==> src/rtl/lw_pkg.sv <==
package lw_pkg;
    typedef enum logic [1:0] {
        ST_SLEEP   = 2'd0,
        ST_QUALIFY = 2'd1,
        ST_STARTUP = 2'd2,
        ST_AWAKE   = 2'd3
    } lw_state_e;

    function automatic int max4(input int a, input int b, input int c, input int d);
        int m;
        m = a;
        if (b > m) m = b;
        if (c > m) m = c;
        if (d > m) m = d;
        return m;
    endfunction
endpackage

==> src/rtl/lw_sampler.sv <==
module lw_sampler (
    input  logic clk_i,
    input  logic rst_ni,
    input  logic pin_i,
    output logic samp_o
);
    // One sample per slow cycle; idle value is high (no request).
    always_ff @(posedge clk_i or negedge rst_ni) begin
        if (!rst_ni) samp_o <= 1'b1;
        else         samp_o <= pin_i;
    end
endmodule

==> src/rtl/lw_timer.sv <==
module lw_timer #(
    parameter int LEN0 = 4,
    parameter int LEN1 = 64,
    parameter int LEN2 = 512,
    parameter int LEN3 = 4096,
    localparam int CNT_W = $clog2(lw_pkg::max4(LEN0, LEN1, LEN2, LEN3) + 1)
) (
    input  logic       clk_i,
    input  logic       rst_ni,
    input  logic       clr_i,
    input  logic       run_i,
    input  logic [1:0] sel_i,
    output logic       done_o
);
    logic [CNT_W-1:0] cnt_q;
    logic [CNT_W-1:0] last;

    always_comb begin
        unique case (sel_i)
            2'd0:    last = CNT_W'(LEN0 - 1);
            2'd1:    last = CNT_W'(LEN1 - 1);
            2'd2:    last = CNT_W'(LEN2 - 1);
            default: last = CNT_W'(LEN3 - 1);
        endcase
    end

    always_ff @(posedge clk_i or negedge rst_ni) begin
        if (!rst_ni)      cnt_q <= '0;
        else if (clr_i)   cnt_q <= '0;
        else if (run_i)   cnt_q <= cnt_q + 1'b1;
    end

    assign done_o = run_i && (cnt_q == last);
endmodule

==> src/rtl/lw_fsm.sv <==
module lw_fsm
    import lw_pkg::*;
(
    input  logic      clk_i,
    input  logic      rst_ni,
    input  logic      en_i,
    input  logic      samp_i,
    input  logic      done_i,
    output lw_state_e state_o,
    output logic      tmr_clr_o,
    output logic      tmr_run_o,
    output logic      wake_o,
    output logic      irq_qual_o
);
    lw_state_e st_q, st_d;

    always_comb begin
        st_d = st_q;
        if (!en_i) begin
            st_d = ST_SLEEP;
        end else begin
            unique case (st_q)
                ST_SLEEP:   if (!samp_i) st_d = ST_QUALIFY;
                ST_QUALIFY: st_d = samp_i ? ST_SLEEP : ST_STARTUP;
                ST_STARTUP: if (done_i) st_d = ST_AWAKE;
                ST_AWAKE:   st_d = ST_AWAKE;
                default:    st_d = ST_SLEEP;
            endcase
        end
    end

    // State register
    always_ff @(posedge clk_i or negedge rst_ni) begin
        if (!rst_ni) st_q <= ST_SLEEP;
        else         st_q <= st_d;
    end

    // Registered outputs: pulse on the STARTUP -> AWAKE move
    always_ff @(posedge clk_i or negedge rst_ni) begin
        if (!rst_ni) begin
            wake_o     <= 1'b0;
            irq_qual_o <= 1'b0;
        end else begin
            wake_o     <= en_i && (st_q == ST_STARTUP) && done_i;
            irq_qual_o <= en_i && (st_q == ST_STARTUP) && done_i && !samp_i;
        end
    end

    assign tmr_clr_o = (st_q != ST_STARTUP);
    assign tmr_run_o = en_i && (st_q == ST_STARTUP);
    assign state_o   = st_q;
endmodule

==> src/rtl/lw_wake_top.sv <==
module lw_wake_top #(
    parameter int LEN0 = 4,
    parameter int LEN1 = 64,
    parameter int LEN2 = 512,
    parameter int LEN3 = 4096
) (
    input  logic       clk_slow_i,
    input  logic       rst_ni,
    input  logic       pin_i,
    input  logic       sleep_deep_i,
    input  logic       sense_low_i,
    input  logic [1:0] sut_sel_i,
    output logic       wake_o,
    output logic       irq_qual_o
);
    import lw_pkg::*;

    logic      en;
    logic      samp;
    logic      done;
    logic      tmr_clr;
    logic      tmr_run;
    lw_state_e state;

    assign en = sleep_deep_i && sense_low_i;

    lw_sampler u_samp (
        .clk_i  (clk_slow_i),
        .rst_ni (rst_ni),
        .pin_i  (pin_i),
        .samp_o (samp)
    );

    lw_timer #(.LEN0(LEN0), .LEN1(LEN1), .LEN2(LEN2), .LEN3(LEN3)) u_tmr (
        .clk_i  (clk_slow_i),
        .rst_ni (rst_ni),
        .clr_i  (tmr_clr),
        .run_i  (tmr_run),
        .sel_i  (sut_sel_i),
        .done_o (done)
    );

    lw_fsm u_fsm (
        .clk_i      (clk_slow_i),
        .rst_ni     (rst_ni),
        .en_i       (en),
        .samp_i     (samp),
        .done_i     (done),
        .state_o    (state),
        .tmr_clr_o  (tmr_clr),
        .tmr_run_o  (tmr_run),
        .wake_o     (wake_o),
        .irq_qual_o (irq_qual_o)
    );
endmodule

==> config.mk <==
export PLATFORM = sky130hd
export DESIGN_NAME = lw_wake_top
export DESIGN_NICKNAME = d
export VERILOG_FILES = /design/src/rtl/lw_pkg.sv /design/src/rtl/lw_sampler.sv /design/src/rtl/lw_timer.sv /design/src/rtl/lw_fsm.sv /design/src/rtl/lw_wake_top.sv
export SDC_FILE = /design/constraint.sdc
export NUM_CORES = 1
export LEC_CHECK = 0
export ABC_AREA = 1
export BUFFER_PORTS_ARGS = -buffer_cell sky130_fd_sc_hd__buf_2
export CORE_ASPECT_RATIO = 1.75
export CORE_MARGIN = 2
export CORE_UTILIZATION = 28
export DETAILED_ROUTE_END_ITERATION = 10
export SLEW_MARGIN = 10
export SYNTH_ARGS = -nofsm -noshare
export SYNTH_HDL_FRONTEND = slang
export SYNTH_HIERARCHICAL = 1
export SYNTH_SLANG_ARGS = --single-unit
export TNS_END_PERCENT = 100
==> constraint.sdc <==
create_clock -name clk_slow_i -period 1.9 [get_ports clk_slow_i]
set_input_delay 0.19 -clock clk_slow_i [delete_from_list [all_inputs] [get_ports clk_slow_i]]
set_output_delay 0.19 -clock clk_slow_i [all_outputs]
set_load 0.05 [all_outputs]
== Word level (Yosys, flattened, before mapping) ==
Index checks and enable logic that the tools add are counted.

* Flip-flop bits (word level): 18
* Latch bits: 0
* Memory bits (writable): 0
* Memory bits (read-only): 0
* Word-level logic and storage cells: 33
* Memories: 0

* Add/sub/neg operators: 1
* $mul: 0
* Div/mod/pow operators: 0
* Magnitude comparators: 0
* Equality and inequality tests: 9
* Shift operators: 0
* Muxes and demuxes: 8
* Bitwise gates (word level): 0
* Reduce and logical (&&, ||, !) cells: 10

{| class="wikitable"
|+ Operators with widths
! cell !! number
|-
| $pmux W12 S3 || 1
|-
| $mux W13 || 2
|-
| $add A13 B1 Y13 const B || 1
|-
| $eq A13 B12 Y1 || 1
|-
| $mux W2 || 4
|-
| $pmux W2 S4 || 1
|-
| $eq A2 B2 Y1 const B || 3
|-
| $ne A3 B3 Y1 const B || 2
|-
| $logic_and A1 B1 Y1 || 5
|-
| $eq A2 B1 Y1 const B || 2
|-
| $logic_not A2 Y1 || 2
|-
| $ne A2 B2 Y1 const B || 1
|-
| $reduce_and A2 Y1 || 1
|-
| $reduce_bool A2 Y1 || 1
|-
| $logic_not A1 Y1 || 1
|}

== Depth between registers and ports, before layout ==
* Depth after elaboration: 7
* Gate-level depth with buffers: 12
* Gate-level depth less buffers: 12

== Modules after synthesis ==
The synthesis kept the hierarchy.

{| class="wikitable"
|+ By module, submodules not included
! module !! times used !! cells each !! area each (sq um) !! seq. area each (sq um)
|-
| lw_timer || 1 || 124 || 849.6 || 325.3
|-
| lw_fsm || 1 || 26 || 193.9 || 100.1
|-
| lw_sampler || 1 || 1 || 26.3 || 26.3
|-
| lw_wake_top || 1 || 2 || 7.5 || 0.0
|}

== Worst setup path after synthesis ==
Ideal clock, no wire load.

* Path kind: flip-flop to flip-flop
* Start point: register u_fsm.st_q[0] (netlist: u_fsm/state_o[0])
* End point: register u_fsm.irq_qual_o
* Setup time: 0.080 ns
* Data arrival time: 1.326 ns
* Path slack: 0.493 ns
* Cell stages (with the launch flop): 10
* Cells stage by stage: dfrtp_1 inv_1 nand3_1 inv_1 nand3_1 nor2_1 nand3_1 nor2_1 inv_1 nor3_2

* Word-level cells in the longest chain between the ends: 5

{| class="wikitable"
|+ RTL lines
! element !! line !! source
|-
| start, declared || lw_fsm.sv:15 || <nowiki>lw_state_e st_q, st_d;</nowiki>
|-
| start signal, assigned || lw_fsm.sv:35 || <nowiki>else st_q <= st_d;</nowiki>
|-
| $eq A2 B2 Y1 || lw_fsm.sv:50 || <nowiki>assign tmr_run_o = en_i && (st_q == ST_STARTUP);</nowiki>
|-
| $logic_and A1 B1 Y1 || lw_fsm.sv:50 ||
|-
| net tmr_run || lw_wake_top.sv:22 || <nowiki>logic tmr_run;</nowiki>
|-
| $logic_and A1 B1 Y1 || lw_timer.sv:33 || <nowiki>assign done_o = run_i && (cnt_q == last);</nowiki>
|-
| net done || lw_wake_top.sv:20 || <nowiki>logic done;</nowiki>
|-
| $logic_and A1 B1 Y1 (2 in series) || lw_fsm.sv:45 || <nowiki>irq_qual_o <= en_i && (st_q == ST_STARTUP) && done_i && !samp_i;</nowiki>
|-
| end signal, assigned || lw_fsm.sv:45 ||
|-
| end, declared || lw_fsm.sv:13 || <nowiki>output logic irq_qual_o</nowiki>
|}

The timed path passes the listed nets, and every way through them passes these cells.
A chain may end at the register's enable or synchronous reset.

== Worst setup path after layout ==
Ends and elaborated chain as after synthesis.

==> impl_metrics.yaml <==
hold_path:
  hp-class: "in -> reg"
  worstHoldEndpoint: "u_samp/samp_o$_DFF_PN1_"
  hold_path_depth: 1
  hold_path_startpoint: "pin_i"
clock_network:
  cts-root-buf: "clkbuf_8"
  cts.sink_count: 18
  cts_tree: "built"
  clkTransAtPathRegs_ns: 0.06
  h-tree-depth: 1
  clk_latency_ns: 0.25
  cts_inserted_buffers: 3
  clk_path_buf_depth: 2
sta:
  hold_viol_final: 0
  rsz0062_at_grt: "no"
  period_minus_slack_ns: 1.565
  setup_tns_ns: 0
  finalMaxSlewViolations: 0
  setup_viol: 0
  worst_pin_slew_ns: 0.4086
  relSlewSlack_pct: 72.76
  holdWs_ns: 0.03294
  finalCritPeriodShare_pct: 82.36
  fmax_mhz: 639.1
  fin_skew_ns: 0.006122
global_routing:
  grt.overflow.total: 0
  grt_usage_pct: 11.82
  grt_pass1_vias: 965
  antenna_found_initial: 0
  grt_max_degree: 19
  grt_pass1_wl_um: 3981
layout:
  final_nets: 174
  final_util_pct: 33.42
  layout_commonest_cell: "nand2_1"
  fillerInstances: 415
  antenna_cells: 0
  drive_gt1_share_pct: 14.55
  final_cell_mix: "nand2_1, inv_1, nor2_1"
  ff_latch_area_um2: 451.7
  multiInputGateArea_um2: 504.2
  area_delta_synth_final_pct: 13.70
  final_cell_area_mm2: 0.001225
placement:
  place_area_mm2: 0.001170
  dp_hpwl_um: 1848
  numPortBuffers: 8
  gp_congestion: 0.8514
critical_path:
  reg2reg_from: "u_fsm/state_o[0]$_DFFE_PN0P_"
  critPathArrivalTime_ns: 1.74
  endpoint_kind: "flip-flop"
  critPathMaxFanout: 5
  r2r_setup_slack_ns: 0.34
  crit_type: "reg -> reg"
  reg2regPathDepth: 9
  worstPathRequired_ns: 2.08
  cp-start-kind: "flip-flop"
  rr_endpoint: "u_fsm/irq_qual_o$_DFF_PN0_"
routing:
  dr.first_iter.drc_count: 15
  drtPass1Iterations: 4
  post_drt_wl_per_cell_um: 10.74
  drc: 0
  vias: 955
  post_drt_via_cell_ratio: 4.526
  finalWirelength_um: 2267
  ant_nets: 0
power:
  powerDensity_mw_per_mm2: 574.6
  ir_worst_vdd_uv: 466.7
  total_power_uw: 703.8
  leakage_nw: 0.5924
floorplan:
  ios: 9
  die_h_um: 86.06
  rows: 29
  coreArea_mm2: 0.003665
  start_util_pct: 29.40
  fp.dieW_um: 50.89
  die-area_mm2: 0.004379
synthesis:
  syn_area_mm2: 0.001077
  synthCells: 153
  synth.net_count: 161
  yosysSeqAreaShare_pct: 41.93
  ys_ff_latch: 18
  ys_warn_count: 6
  synth_cell_types: 23
  avgSynthCellArea_um2: 7.041
job:
  maxCapViolCount: 0
outcome:
  status: "finished, final reports clean"
[synthesized netlist by cell type]
cell | count | area share (%)
nor2_2 | 3 | 1.7
nor2_4 | 3 | 3.1
nand2_1 | 34 | 12
a31oi_1 | 1 | 0.58
o21ai_2 | 1 | 0.81
nor3_2 | 1 | 0.93
nand4_1 | 5 | 2.9
nand3_1 | 8 | 3.7
a22oi_1 | 1 | 0.70
nor3_1 | 2 | 0.93
dfstp_2 | 1 | 2.4
o21ai_0 | 6 | 2.8
a21oi_1 | 5 | 2.3
buf_2 | 1 | 0.46
dfrtp_1 | 17 | 39
and3_1 | 1 | 0.58
nor2_1 | 24 | 8.4
a21oi_2 | 1 | 0.81
ha_1 | 1 | 1.2
nand2_2 | 3 | 1.7
inv_1 | 31 | 11
xnor2_1 | 1 | 0.81
o21ai_1 | 2 | 0.93
[per-layer routing]
metal | global-route usage [%] | up-vias | part of all wire [%]
met4 | 5.897 | 0 | 2.9
li1 | - | 495 | -
met2 | 22.13 | 17 | 54
met5 | 0 | - | 0
met3 | 1.742 | 8 | 3.1
met1 | 12.38 | 435 | 40
[power breakdown]
part	total, mW	internal (mW)	switching (mW)
registers	0.390	0.387	0.00276
clock network	0.276	0.149	0.128
logic	0.0377	0.0127	0.0250
total	0.704	0.548	0.155
[critical path, cell delays in order (launching register included)]
cell and delay [ns]:
dfrtp_1 0.40, inv_1 0.09, nand3_1 0.12, inv_1 0.21, nand3_1 0.10, nor2_1 0.10, nand3_1 0.07, nor2_1 0.14
inv_1 0.09, nor3_2 0.17
[cells by family after synthesis]
logic type	count (synthesis)	share of synthesized area, %
AO/OA/AOI/OAI	17	8.944
XOR/XNOR	1	0.8132
flip-flops	18	41.93
AND/OR/NAND/NOR	84	35.89
adder cells (fa/ha/maj)	1	1.161
buffers and inverters	32	11.27
[state kept, by name, summed over array words and instances, names as in the netlist]
signal and count:
u_fsm/irq_qual_o 1, u_fsm/state_o 2, u_fsm/wake_o 1, u_samp/samp_o 1
u_tmr/cnt_q 13
[worst max-delay path by stage]
stage,from,end,slack [ns]
6_report,u_fsm/state_o[0]$_DFFE_PN0P_,u_fsm/irq_qual_o$_DFF_PN0_,0.34
5_1_grt,u_fsm/state_o[0]$_DFFE_PN0P_,u_fsm/state_o[0]$_DFFE_PN0P_,0.15
4_1_cts,u_fsm/state_o[0]$_DFFE_PN0P_,u_fsm/irq_qual_o$_DFF_PN0_,0.32
3_5_place_dp,u_fsm/state_o[0]$_DFFE_PN0P_,u_fsm/irq_qual_o$_DFF_PN0_,0.34
3_3_place_gp,u_fsm/state_o[0]$_DFFE_PN0P_,u_fsm/irq_qual_o$_DFF_PN0_,0.41
2_1_floorplan,u_fsm/state_o[0]$_DFFE_PN0P_,u_fsm/irq_qual_o$_DFF_PN0_,0.49
[metrics by stage]
| stage | std cells | setup slack (ns) |
|---|---|---|
| CTS | 211 | 0.3231 |
| global placement | 206 | 0.4102 |
| floorplan | 153 | 0.4934 |
| detailed placement | 206 | 0.3431 |
| global route | 211 | 0.1535 |
| finish | 211 | 0.3352 |
[timing repair]
| item | in CTS | in global routing |
|---|---|---|
| setup buffers | 0 | 0 |
| hold endpoints to repair | 17 | 0 |
| resized for setup | 0 | 0 |
| hold buffers | 1 | 0 |
[layout make-up]
cell class                 count  share of cell area (%)
clock buffer                   4                   3.677
inverter                      31                   9.500
multi-input combinational    103                   41.16
sequential                    18                   36.87
tap                           46                   4.699
timing repair buffer           9                   4.086
Note: power is estimated with default switching activity, not from simulation.
